## src/rtl/pkt_whiten_pkg.sv

```systemverilog
package pkt_whiten_pkg;

   // Default generator width and feedback taps (stages 6 and 3: x^7 + x^4 + 1)
   localparam int              DEF_LFSR_W = 7;
   localparam logic [6:0]      DEF_TAPS   = 7'b100_1000;

   // Keyed bit with its qualifier, as carried into the output stage
   typedef struct packed {
      logic vld;
      logic dat;
   } wbit_t;

endpackage

```

## src/rtl/whiten_seed_reg.sv

```systemverilog
module whiten_seed_reg #(
   parameter int LFSR_W = pkt_whiten_pkg::DEF_LFSR_W
) (
   input  logic              clk,
   input  logic              rst_n,
   input  logic              we,
   input  logic [LFSR_W-1:0] wdata,
   output logic [LFSR_W-1:0] seed_q
);

   always_ff @(posedge clk or negedge rst_n) begin
      if (!rst_n)  seed_q <= '0;
      else if (we) seed_q <= wdata;
   end

   AST_SEED_HOLD: assert property (@(posedge clk) disable iff (!rst_n)
      !we |=> $stable(seed_q));

   AST_SEED_TAKE: assert property (@(posedge clk) disable iff (!rst_n)
      we |=> (seed_q == $past(wdata)));

endmodule

```

## src/rtl/whiten_lfsr.sv

```systemverilog
module whiten_lfsr #(
   parameter int                LFSR_W   = pkt_whiten_pkg::DEF_LFSR_W,
   parameter logic [LFSR_W-1:0] TAP_MASK = pkt_whiten_pkg::DEF_TAPS
) (
   input  logic              clk,
   input  logic              rst_n,
   input  logic              load,
   input  logic [LFSR_W-1:0] seed,
   input  logic              adv,
   output logic              key_bit,
   output logic [LFSR_W-1:0] eff_state
);

   localparam int MSB = LFSR_W - 1;

   logic [LFSR_W-1:0] state_q;
   logic [LFSR_W-1:0] stepped;
   logic [LFSR_W-1:0] state_d;
   logic              fb;

   initial begin
      assert (LFSR_W >= 2) else $fatal(1, "whiten_lfsr: LFSR_W must be at least 2");
      assert (TAP_MASK[MSB]) else $fatal(1, "whiten_lfsr: top stage must be tapped");
   end

   assign eff_state = load ? seed : state_q;
   assign key_bit   = eff_state[MSB];
   assign fb        = ^(eff_state & TAP_MASK);

   generate
      for (genvar i = 0; i < LFSR_W; i++) begin : g_stage
         if (i == 0) begin : g_fb
            assign stepped[i] = fb;
         end else begin : g_shift
            assign stepped[i] = eff_state[i-1];
         end
      end
   endgenerate

   assign state_d = adv ? stepped : eff_state;

   always_ff @(posedge clk or negedge rst_n) begin
      if (!rst_n) state_q <= '0;
      else        state_q <= state_d;
   end

   AST_HOLD_STATE: assert property (@(posedge clk) disable iff (!rst_n)
      (!load && !adv) |=> $stable(state_q));

   AST_SEED_LOAD: assert property (@(posedge clk) disable iff (!rst_n)
      (load && !adv) |=> (state_q == $past(seed)));

   AST_ZERO_STAYS: assert property (@(posedge clk) disable iff (!rst_n)
      (state_q == '0 && !load) |=> (state_q == '0));

endmodule

```

## src/rtl/whiten_xor_stage.sv

```systemverilog
module whiten_xor_stage (
   input  logic clk,
   input  logic rst_n,
   input  logic in_valid,
   input  logic in_bit,
   input  logic key_bit,
   output logic out_valid,
   output logic out_bit
);
   import pkt_whiten_pkg::*;

   wbit_t nxt, cur;

   always_comb begin
      nxt.vld = in_valid;
      nxt.dat = in_valid & (in_bit ^ key_bit);
   end

   always_ff @(posedge clk or negedge rst_n) begin
      if (!rst_n) cur <= '0;
      else        cur <= nxt;
   end

   assign out_valid = cur.vld;
   assign out_bit   = cur.dat;

   AST_VALID_LATENCY: assert property (@(posedge clk) disable iff (!rst_n)
      in_valid |=> out_valid);

   AST_IDLE_ZERO: assert property (@(posedge clk) disable iff (!rst_n)
      !in_valid |=> (!out_valid && !out_bit));

endmodule

```

## src/rtl/pkt_whitener.sv

```systemverilog
module pkt_whitener #(
   parameter int                LFSR_W   = pkt_whiten_pkg::DEF_LFSR_W,
   parameter logic [LFSR_W-1:0] TAP_MASK = pkt_whiten_pkg::DEF_TAPS
) (
   input  logic              clk,
   input  logic              rst_n,
   input  logic              cfg_we,
   input  logic [LFSR_W-1:0] cfg_seed,
   input  logic              hdr_start,
   input  logic              in_valid,
   input  logic              in_bit,
   output logic              out_valid,
   output logic              out_bit
);

   logic [LFSR_W-1:0] seed_q;
   logic [LFSR_W-1:0] eff_state;
   logic              key_bit;

   whiten_seed_reg #(.LFSR_W(LFSR_W)) u_seed (
      .clk    (clk),
      .rst_n  (rst_n),
      .we     (cfg_we),
      .wdata  (cfg_seed),
      .seed_q (seed_q)
   );

   whiten_lfsr #(.LFSR_W(LFSR_W), .TAP_MASK(TAP_MASK)) u_lfsr (
      .clk       (clk),
      .rst_n     (rst_n),
      .load      (hdr_start),
      .seed      (seed_q),
      .adv       (in_valid),
      .key_bit   (key_bit),
      .eff_state (eff_state)
   );

   whiten_xor_stage u_xor (
      .clk       (clk),
      .rst_n     (rst_n),
      .in_valid  (in_valid),
      .in_bit    (in_bit),
      .key_bit   (key_bit),
      .out_valid (out_valid),
      .out_bit   (out_bit)
   );

   AST_BYPASS: assert property (@(posedge clk) disable iff (!rst_n)
      (in_valid && eff_state == '0) |=> (out_bit == $past(in_bit)));

endmodule

```

## config.mk

```make
export PLATFORM = sky130hd
export DESIGN_NAME = pkt_whitener
export DESIGN_NICKNAME = d
export VERILOG_FILES = /design/src/rtl/pkt_whiten_pkg.sv /design/src/rtl/whiten_seed_reg.sv /design/src/rtl/whiten_lfsr.sv /design/src/rtl/whiten_xor_stage.sv /design/src/rtl/pkt_whitener.sv
export SDC_FILE = /design/constraint.sdc
export NUM_CORES = 1
export LEC_CHECK = 0
export BUFFER_PORTS_ARGS = -buffer_cell sky130_fd_sc_hd__buf_2
export CAP_MARGIN = 20
export CORE_ASPECT_RATIO = 0.9
export CORE_MARGIN = 1.5
export CORE_UTILIZATION = 50
export DETAILED_ROUTE_END_ITERATION = 10
export PLACE_DENSITY_LB_ADDON = 0.3
export SYNTH_ARGS = -nofsm -noshare
export SYNTH_HDL_FRONTEND = slang
export SYNTH_HIERARCHICAL = 1
export SYNTH_SLANG_ARGS = --single-unit
```

## constraint.sdc

```tcl
create_clock -name clk -period 2.2 [get_ports clk]
set_input_delay 0.33 -clock clk [delete_from_list [all_inputs] [get_ports clk]]
set_output_delay 0.33 -clock clk [all_outputs]
set_load 0.005 [all_outputs]
```

==> out/metrics.cfg <==
[run_status]
status = finished, final reports clean

[sta]
finalHoldViolations = 0
clock.fmax_mhz = 845
slew_viol_final = 0
period_needed_ns = 1.18
post-route-period-util = 0.538
slew_headroom = 0.771
fin_skew_ns = 0.00293
rsz0062_at_grt = false
holdWs_ns = 0.268
setup_viol = 0
worst_pin_slew_ns = 0.343
fin_tns_setup_ns = 0

[cells_and_area]
area_delta_synth_final_pct = 14.7
diodes = 0
fill_cells = 105
drive_gt1_frac = 0.426
register_area_um2 = 400
final_cell_mix = 16 x dfrtp_1, 14 x buf_2, 13 x mux2i_1
multiInputGateArea_um2 = 290
mostFrequentLayoutCell = dfrtp_1
instances_no_fill = 75
fin_nets = 75

[drt]
drtPass1Iterations = 2
detail-route-antenna-nets = 0
wirelength_mm = 1.07
vias = 406
drc_errors = 0
routedWlPerCell_um = 14.2
viasPerCell = 5.41
drt_iter0_markers = 1

[global_route]
grt_pass1_vias = 439
grt_pass1_wl_mm = 1.84
grt_remaining_overflow = 0
track_usage = 0.161
grt_max_degree = 17
antenna_found_initial = 0

[cts]
clk_pin_slew_ns = 0.09
tritoncts = done
clk_latency_ns = 0.28
ctsHoldBuffers = 1
post_cts_buffers = 0
root_buffer = clkbuf_4
cts_max_path_buffers = 2
cts_max_level = 1
cts.sinks = 16
cts_buffers = 3
cts_resized = 0

[place]
gp_congestion = 0.664
dp_cells = 70
portBuffers = 14

[floorplanning]
die-height_um = 39.1
dieArea_um2 = 1680
ioPinCount = 15
rows = 12
start_util = 0.559
coreArea_um2 = 1290
die_w_um = 43.1

[setup_path]
crit_type = reg2reg
path_max_fanout = 3
cp-end-kind = flop
reg2reg_depth = 2
cp-start-kind = flop
arrival_ns = 1.34
critPathRequiredTime_ns = 2.36

[synthesis]
syn_area_um2 = 722
synth_warnings = 6
synth_nets = 58
avgSynthCellArea_um2 = 16.0
syn-instance-count = 45

[min_path]
hold_path_class = in2reg
min_path_cells = 2

[pwr]
totalPowerFinal_w = 0.000665
peakVddDrop_v = 0.000410
power_density_nw_per_um2 = 803
p_leak_nw = 0.431

[job]
maxCapViolCount = 0

[final timing paths]
check | start | end | slack [ns]
max | u_seed/seed_q[6] | u_lfsr/state_q[0] | 1.02
min | cfg_seed[5] | u_seed/seed_q[5] | 0.27
max reg2reg | u_seed/seed_q[6] | u_lfsr/state_q[0] | 1.02
min reg2reg | u_seed/seed_q[1] | u_seed/seed_q[1] | 0.53
max in group asynchronous | rst_n | u_seed/seed_q[1] | 1.47
min in group asynchronous | rst_n | u_xor/out_valid | 0.48
[flip-flops by register name (all words and copies together) (netlist names)]
name / count
u_lfsr/state_q: 7
u_xor/out_bit: 1
u_xor/out_valid: 1
u_seed/seed_q: 7
[layout make-up]
class	instances	area share
Sequential cell	16	0.483
Multi-Input combinational cell	25	0.350
Timing Repair Buffer	15	0.0967
Clock buffer	4	0.0438
Tap cell	14	0.0211
Inverter	1	0.00453
[worst max-delay path, cell delays in order, from the launching register on]
cell	delay, ns
dfrtp_1	0.43
xor2_1	0.17
mux4_2	0.46
[per-stage QoR]
stage                     utilization  setup WS [ns]  instance area, µm²
after floorplan                     -           1.07                 722
after global placement          0.606          0.920                 782
after detailed placement        0.606          0.888                 782
after CTS                       0.641           1.02                 828
after global routing            0.641          0.994                 828
final                           0.641           1.02                 828
[metal layers]
layer,GRT usage,share of wire,vias up
li1,-,-,188
met1,0.195,0.47,202
met2,0.254,0.46,14
met3,0.0561,0.063,2
met4,0.0909,0.0056,0
met5,0,0,-
[power breakdown]
| part | switching (W) | leakage, nW | internal (W) |
|---|---|---|---|
| registers | 0.0000233 | 0.188 | 0.000338 |
| logic | 0.0000461 | 0.222 | 0.0000675 |
| clock network | 0.0000895 | 0.0210 | 0.000101 |
| total | 0.000159 | 0.431 | 0.000507 |
No activity file was read; power rests on OpenSTA's default activity.
